<file path="config.mk">
export PLATFORM = sky130hd
export DESIGN_NAME = subcode_spi_master
export DESIGN_NICKNAME = d
export VERILOG_FILES = /design/src/rtl/subcode_spi_master.sv
export SDC_FILE = /design/constraint.sdc
export NUM_CORES = 1
export LEC_CHECK = 0
export ABC_AREA = 1
export CAP_MARGIN = 10
export CORE_ASPECT_RATIO = 2
export CORE_MARGIN = 3
export CORE_UTILIZATION = 51
export CTS_BUF_LIST = sky130_fd_sc_hd__clkbuf_4 sky130_fd_sc_hd__clkbuf_8
export DETAILED_ROUTE_END_ITERATION = 12
export GPL_TIMING_DRIVEN = 0
export PLACE_DENSITY = 0.84
export RECOVER_POWER = 25
export SYNTH_ARGS = -nofsm -noshare
export SYNTH_HDL_FRONTEND = slang
export SYNTH_SLANG_ARGS = --single-unit
</file>
<file path="constraint.sdc">
create_clock -name clk -period 1.9 [get_ports clk]
set_input_delay 0.285 -clock clk [delete_from_list [all_inputs] [get_ports clk]]
set_output_delay 0.285 -clock clk [all_outputs]
set_load 0.01 [all_outputs]
</file>
<file path="src/rtl/subcode_spi_master.sv">
module subcode_spi_master #(
  parameter int TX_MAX = 32,
  parameter int RX_MAX = 96,
  parameter int DIV_W  = 8,
  parameter int NSEL   = 2
) (
  input  logic                          clk,
  input  logic                          rst_n,
  input  logic                          start,
  input  logic [TX_MAX-1:0]             tx_word,
  input  logic [$clog2(TX_MAX+1)-1:0]   tx_len,
  input  logic [$clog2(RX_MAX+1)-1:0]   rx_len,
  input  logic [$clog2(NSEL)-1:0]       sel,
  input  logic [NSEL-1:0]               sel_pol,
  input  logic [DIV_W-1:0]              div,
  input  logic                          miso,
  output logic                          sclk,
  output logic                          mosi,
  output logic [NSEL-1:0]               ss,
  output logic                          busy,
  output logic                          done,
  output logic [RX_MAX-1:0]             rx_word
);
  localparam int TXC_W = $clog2(TX_MAX+1);
  localparam int SEL_W = $clog2(NSEL);
  localparam int BIT_W = $clog2(TX_MAX+RX_MAX+1);

  typedef enum logic [1:0] {S_IDLE, S_SHIFT, S_GUARD} state_t;

  state_t             st;
  logic [DIV_W-1:0]   hcnt, div_q;
  logic [BIT_W-1:0]   bitn, total_q, txn_q;
  logic [TX_MAX-1:0]  tx_sh;
  logic [RX_MAX-1:0]  rx_sh;
  logic [SEL_W-1:0]   sel_q;
  logic               gph;

  wire              half_end = (hcnt == div_q);
  wire              in_tx    = (bitn < txn_q);
  wire [BIT_W-1:0]  req_tot  = BIT_W'(tx_len) + BIT_W'(rx_len);

  always_ff @(posedge clk or negedge rst_n) begin
    if (!rst_n) begin
      st <= S_IDLE; hcnt <= '0; div_q <= '0; bitn <= '0; total_q <= '0;
      txn_q <= '0; tx_sh <= '0; rx_sh <= '0; sel_q <= '0; gph <= 1'b0;
      sclk <= 1'b0; done <= 1'b0;
    end else begin
      case (st)
        S_IDLE: if (start) begin
          done    <= 1'b0;
          div_q   <= div;
          hcnt    <= '0;
          bitn    <= '0;
          gph     <= 1'b0;
          total_q <= req_tot;
          txn_q   <= BIT_W'(tx_len);
          tx_sh   <= tx_word << (TXC_W'(TX_MAX) - tx_len);
          rx_sh   <= '0;
          sel_q   <= sel;
          sclk    <= 1'b0;
          st      <= (req_tot == '0) ? S_GUARD : S_SHIFT;
        end
        S_SHIFT: if (half_end) begin
          hcnt <= '0;
          if (!sclk) begin
            sclk <= 1'b1;
            if (!in_tx) rx_sh <= {rx_sh[RX_MAX-2:0], miso};
          end else begin
            sclk  <= 1'b0;
            bitn  <= bitn + 1'b1;
            tx_sh <= tx_sh << 1;
            if (bitn == total_q - 1'b1) st <= S_GUARD;
          end
        end else hcnt <= hcnt + 1'b1;
        S_GUARD: if (half_end) begin
          hcnt <= '0;
          gph  <= ~gph;
          if (gph) begin
            st   <= S_IDLE;
            done <= 1'b1;
          end
        end else hcnt <= hcnt + 1'b1;
        default: st <= S_IDLE;
      endcase
    end
  end

  assign mosi    = (st == S_SHIFT) && in_tx && tx_sh[TX_MAX-1];
  assign busy    = (st != S_IDLE);
  assign rx_word = rx_sh;

  for (genvar i = 0; i < NSEL; i++) begin : g_sel
    assign ss[i] = (st == S_SHIFT && sel_q == SEL_W'(i)) ? sel_pol[i] : ~sel_pol[i];
  end
endmodule


</file>
# Word level (Yosys, flattened, before mapping)

Index checks and enable logic that the tools add are counted.

Latch bits: 0
Input bits: 60
Register bits after elaboration: 172
RAM bits: 0
Memories kept: 0
Output and inout bits: 102
ROM bits: 0
Logic and storage cells: 88

$mul: 0
Shift-type cells: 1
Equal/unequal tests: 12
Add/sub/neg operators: 5
Div/mod/pow operators: 0
Muxes and demuxes: 34
Bitwise operators: 4
Reduce and logical (&&, ||, !) cells: 19
Magnitude comparators: 1

Operators with widths:

| cell                | count |
|---|---|
| $mux 96             | 4 |
| $pmux 96 s2         | 1 |
| $mux 32             | 3 |
| $pmux 32 s2         | 1 |
| $mux 8              | 4 |
| $pmux 8 s2          | 2 |
| $shl 32x6->32       | 1 |
| $add 8x1->8 const B | 2 |
| $eq 8x8->1          | 2 |
| $ne 2x2->1 const B  | 8 |
| $mux 2              | 7 |
| $add 6x7->8         | 1 |
| $logic_not 8->1     | 1 |
| $lt 8x6->1          | 1 |
| $mux 1              | 8 |
| $reduce_and 4->1    | 2 |
| $reduce_bool 2->1   | 4 |
| $sub 8x1->8 const B | 1 |
| $pmux 1 s2          | 3 |
| $pmux 2 s3          | 1 |
| $reduce_and 3->1    | 2 |
| $reduce_and 6->1    | 1 |
| $sub 6x6->6 const A | 1 |
| $reduce_and 5->1    | 1 |
| 7 further kinds     | 14 |

# Longest topological paths before layout

Depth in word-level cells: 6
Mapped depth: 16

# Least setup slack after synthesis

Ideal clock, no wire load.

Path type: input -> register
Start: input port tx_len[0]
End: register tx_sh[29]
Cell stages on the path: 16
Path slack: -0.107 ns
Data arrival time: 1.890 ns
Required time: 1.783 ns
Buffers on the path: 4
Setup time: 0.117 ns
Cell sequence: inv_2 buf_2 ha_1 buf_2 inv_1 buf_2 buf_2 o211ai_1 nand3_1 nand2_1 nand2_1 nand2_1 nand2_1 nand3_1 nand2_1 nand2_1

Cells in the longest elaborated chain, start to end: 4

RTL lines:

| what                   | RTL line | RTL |
|---|---|---|
| start: declaration     | 11       | `input logic [$clog2(TX_MAX+1)-1:0] tx_len,` |
| $sub 6x6->6            | 57       | `tx_sh <= tx_word << (TXC_W'(TX_MAX) - tx_len);` |
| $shl 32x6->32          | 57       |  |
| $mux 32                | 49       | `S_IDLE: if (start) begin` |
| $pmux 32 s2            | 48       | `case (st)` |
| end signal: assignment | 57       |  |
| end signal: assignment | 71       | `tx_sh <= tx_sh << 1;` |
| end: declaration       | 33       | `logic [TX_MAX-1:0] tx_sh;` |

No other way between the ends. The select of a mux whose other input is x is not followed.
A chain may end at the register's enable or synchronous reset.

# Worst setup path after layout

Start: register bitn[0]
End: register rx_sh[68], in the netlist rx_word[68]

Cells in the longest elaborated chain, start to end: 3

RTL lines:

| what                              | RTL line | RTL |
|---|---|---|
| start: declaration                | 32       | `logic [BIT_W-1:0] bitn, total_q, txn_q;` |
| start signal: assignment          | 70       | `bitn <= bitn + 1'b1;` |
| $lt 8x6->1                        | 39       | `wire in_tx = (bitn < txn_q);` |
| $ne 2x2->1 (no source line)       | -        |  |
| $reduce_and 5->1 (no source line) | -        |  |
| end signal: assignment            | 67       | `if (!in_tx) rx_sh <= {rx_sh[RX_MAX-2:0], miso};` |
| end: declaration                  | 34       | `logic [RX_MAX-1:0] rx_sh;` |

No other way between the ends.

==> qor.csv <==
metric,value,unit
Remaining DRCs,0,
routed length per instance,20.50,um
share of cells above drive strength 1,22.75,%
Crit. End Element,flip-flop,
Final nets,1952,
Synth Area in Adders,2.263,%
startpoint types,flip-flop,
CTS H-tree depth,4,
drt via density,6.009,
Hold Crit Endpoint,txn_q[1]$_DFFE_PN0P_,
Final Hold Viols,0,
die area,0.02314,mm^2
I/O pins,162,
Synth warnings,0,
Period minus WS final,2453,ps
clock-pin slew on the worst setup and hold paths,120,ps
hold path depth,3,
max-slew violations,0,
Initial Util,52.48,%
placed cell count,2050,
"commonest non-fill, non-tap cell in the layout",nand2_1,
Worst Reg2Reg Path Length in Cells,13,
WP data required,2270,ps
Synth Area per Inst,6.680,um^2
timing-limited maximum frequency,407.7,MHz
final-report setup violation count,141,
"Slowest-stage cell, CP",dfrtp_1,
diode count,0,
largest net degree at the start of global routing,96,
Reg area,0.004309,mm^2
Buf/Inv on CP,5,
crit-path cells,inv_2 > nand2_1 > a21oi_2 > o21ai_2 > nand3_2 > a21oi_4 > buf_6 > nand3_4 > buf_4 > buf_6 > clkbuf_16 > nand2_2 > nand2_1,
Layout Area Growth over Synthesis,42.58,%
WL final,44.12,mm
fillers,1421,
core box area,0.02065,mm^2
logic gate share of total power,61.7,%
vias in the first global route,12333,
Root Buffer,clkbuf_8,
failing checks,negative setup slack,
Antenna Nets Post-Route,0,
Rows,74,
Final Non-Filler Cells,2152,
CP max stage delay,530,ps
GRT Residual Overflow,0,
Die X,109.1,um
reg2reg end,rx_word[68]$_DFFE_PN0P_,
clock tree buffer depth,2,
min-delay worst type,input port to flip-flop,
skew final,25.91,ps
largest family of logic cells by synthesized area,simple AND/OR/NAND/NOR gates,
Leak,8.475,nW
max cap viols,0,
Cell Int Power,10.89,mW
first-pass GRT wire length,60.73,mm
critical path arrival,2820,ps
GRT Util Overall,33.83,%
Worst-Margin Slew,1124,ps
R2R Path Start,bitn[0]$_DFFE_PN0P_,
critical path class,flip-flop to flip-flop,
count of flip-flops with a built-in enable after synthesis,0,
Clock Power Share,14.7,%
status,"complete, but fails checks",
async set-reset flop share out of synthesis,100.0,%
mux share of post-synthesis cell area,0,%
Psw,9.435,mW
clock buffer count from CTS,17,
initial antenna violation count,1,
CTS tree,done,
Pre-Repair DR Iteration Count,6,
drt initial violations,1398,
Worst R2R Setup Slack,-550,ps
gpl congestion,1.017,
final worst slack,-552.7,ps
"Seq/Total Area, Yosys",39.72,%
final worst-path cycle share,129.1,%
total power per unit cell area,1315,mW/mm^2
Die Ht,212.1,um
sw frac,46.43,%
Multi-input gate area,0.006292,mm^2
synthesized cell area,0.01084,mm^2
CP top delay family,buffers and inverters,
RSZ-0062 raised after global routing,yes,
final core occ,74.82,%
Worst IR Drop VDD,0.8161,mV
hold wc startpoint,tx_len[1],
Synth cell types,33,
share of power burned in registers,23.6,%
PortBufs,161,
post-synthesis simple-gate area fraction,38.94,%
Synth Net Count,1701,
CP max FO,5,
Synth Instances,1622,
DP HPWL,26.37,mm
relative slew slack,25.09,%
most frequent cells in the layout,"nand2_1, inv_1, dfrtp_1",
routed vias,12932,
Worst-Skew Late Latency,540,ps
CTS sink count,172,
Synth Flop Type,dfrtp_1,
Synth Area in Compound Gates,6.628,%
Yosys reg bits,172,
Post-Synth XOR/XNOR Area,1.767,%
per-stage QoR:
| stage | worst slack, ps | area (um^2) | hold slack (ps) | TNS (ps) | power (mW) |
|---|---|---|---|---|---|
| 2_1_floorplan | -9.849 | 10860 | -10.59 | -9.849 | 9.388 |
| 3_5_place_dp | -1506 | 12840 | 296.4 | -97710 | 11.64 |
| 4_1_cts | -294.9 | 14600 | 244.9 | -18980 | 17.49 |
| 3_3_place_gp | -6536 | 12800 | 460.5 | -1213260 | 11.48 |
| 6_report | -552.7 | 15450 | 92.80 | -41160 | 20.32 |
| 5_1_grt | -611.3 | 15450 | 148.8 | -47240 | 21.08 |
layout make-up:
type,count,share of cell area (%)
plain buffers,95,5.289
clock buffers,17,1.515
clock inverters,15,1.312
inverters,193,4.859
multi-input cells,1157,40.73
flip-flops and latches,172,27.89
well taps,266,2.154
repair buffers,237,16.25
cells in the mapped netlist (2+ instances only):
cell type / instances / area (um^2)
buf_2: 37 / 185.2
inv_1: 187 / 701.9
o21ai_0: 44 / 220.2
a21boi_0: 3 / 22.52
nor2_1: 43 / 161.4
a21oi_1: 20 / 100.1
ha_1: 18 / 225.2
inv_2: 6 / 22.52
buf_4: 3 / 22.52
o211ai_1: 37 / 277.8
nor3_1: 2 / 10.01
buf_1: 2 / 7.510
nand3b_1: 2 / 15.01
nand2_1: 704 / 2643
xnor2_1: 8 / 70.07
xor2_1: 12 / 105.1
a21oi_2: 2 / 17.52
o21ai_1: 4 / 20.02
a22oi_1: 4 / 30.03
nand3_1: 137 / 685.7
clkbuf_1: 58 / 217.7
dfrtp_1: 172 / 4304
nand4_1: 107 / 669.4
cells by family after synthesis:
group / count (synthesis)
simple gates: 1000
fa+ha+maj: 19
compound gates: 117
flops: 172
buf+inv: 293
xor+xnor: 21
routing by layer:
layer / track usage [%] / up-vias / share of wire [%]
li1: - / 5666 / -
met1: 32.01 / 6026 / 30
met2: 61.51 / 895 / 52
met3: 5.378 / 343 / 7.4
met4: 28.42 / 2 / 11
met5: 0 / - / 0.039
state kept, by name, summed over array words and instances, names as in the netlist:
name,cells
txn_q,6
tx_sh,32
sel_q,1
st,2
total_q,8
sclk,1
div_q,8
hcnt,8
gph,1
rx_word,96
bitn,8
done,1
how the worst max path moves through the flow:
stage / start / to / slack (ps) / cells past startpoint
5_1_grt: bitn[1]$_DFFE_PN0P_ / rx_word[68]$_DFFE_PN0P_ / -610 / 12
3_5_place_dp: tx_len[0] / tx_sh[29]$_DFFE_PN0P_ / -1510 / 13
2_1_floorplan: tx_len[0] / tx_sh[29]$_DFFE_PN0P_ / -10 / 12
3_3_place_gp: rst_n / total_q[5]$_DFFE_PN0P_ / -6540 / 1
6_report: bitn[0]$_DFFE_PN0P_ / rx_word[68]$_DFFE_PN0P_ / -550 / 13
4_1_cts: st[1]$_DFFE_PN0P_ / ss[0] / -290 / 8
power groups by stage:
| stage | Clock [mW] | Combinational (mW) | Sequential [mW] |
|---|---|---|---|
| floorplan | 0 | 4.74 | 4.64 |
| global placement | 0 | 6.75 | 4.74 |
| detailed placement | 0 | 6.89 | 4.76 |
| CTS | 2.90 | 9.89 | 4.70 |
| global route | 3.11 | 13.1 | 4.83 |
| finish | 2.98 | 12.5 | 4.79 |
worst min-delay path: cells and delay by family:
| kind | cells | cell delay [ps] |
|---|---|---|
| buffers and inverters | 2 | 190 |
| AOI/OAI and AO/OA | 1 | 80 |
what timing repair did:
action	in CTS	in global routing
gates resized for setup	280	207
cloned	11	6
hold endpoints to repair	77	0
hold buffers	1	0
pin swaps	17	26
buffers inserted	37	23
setup endpoints to repair	168	165
No activity file was read; power rests on OpenSTA's default activity.
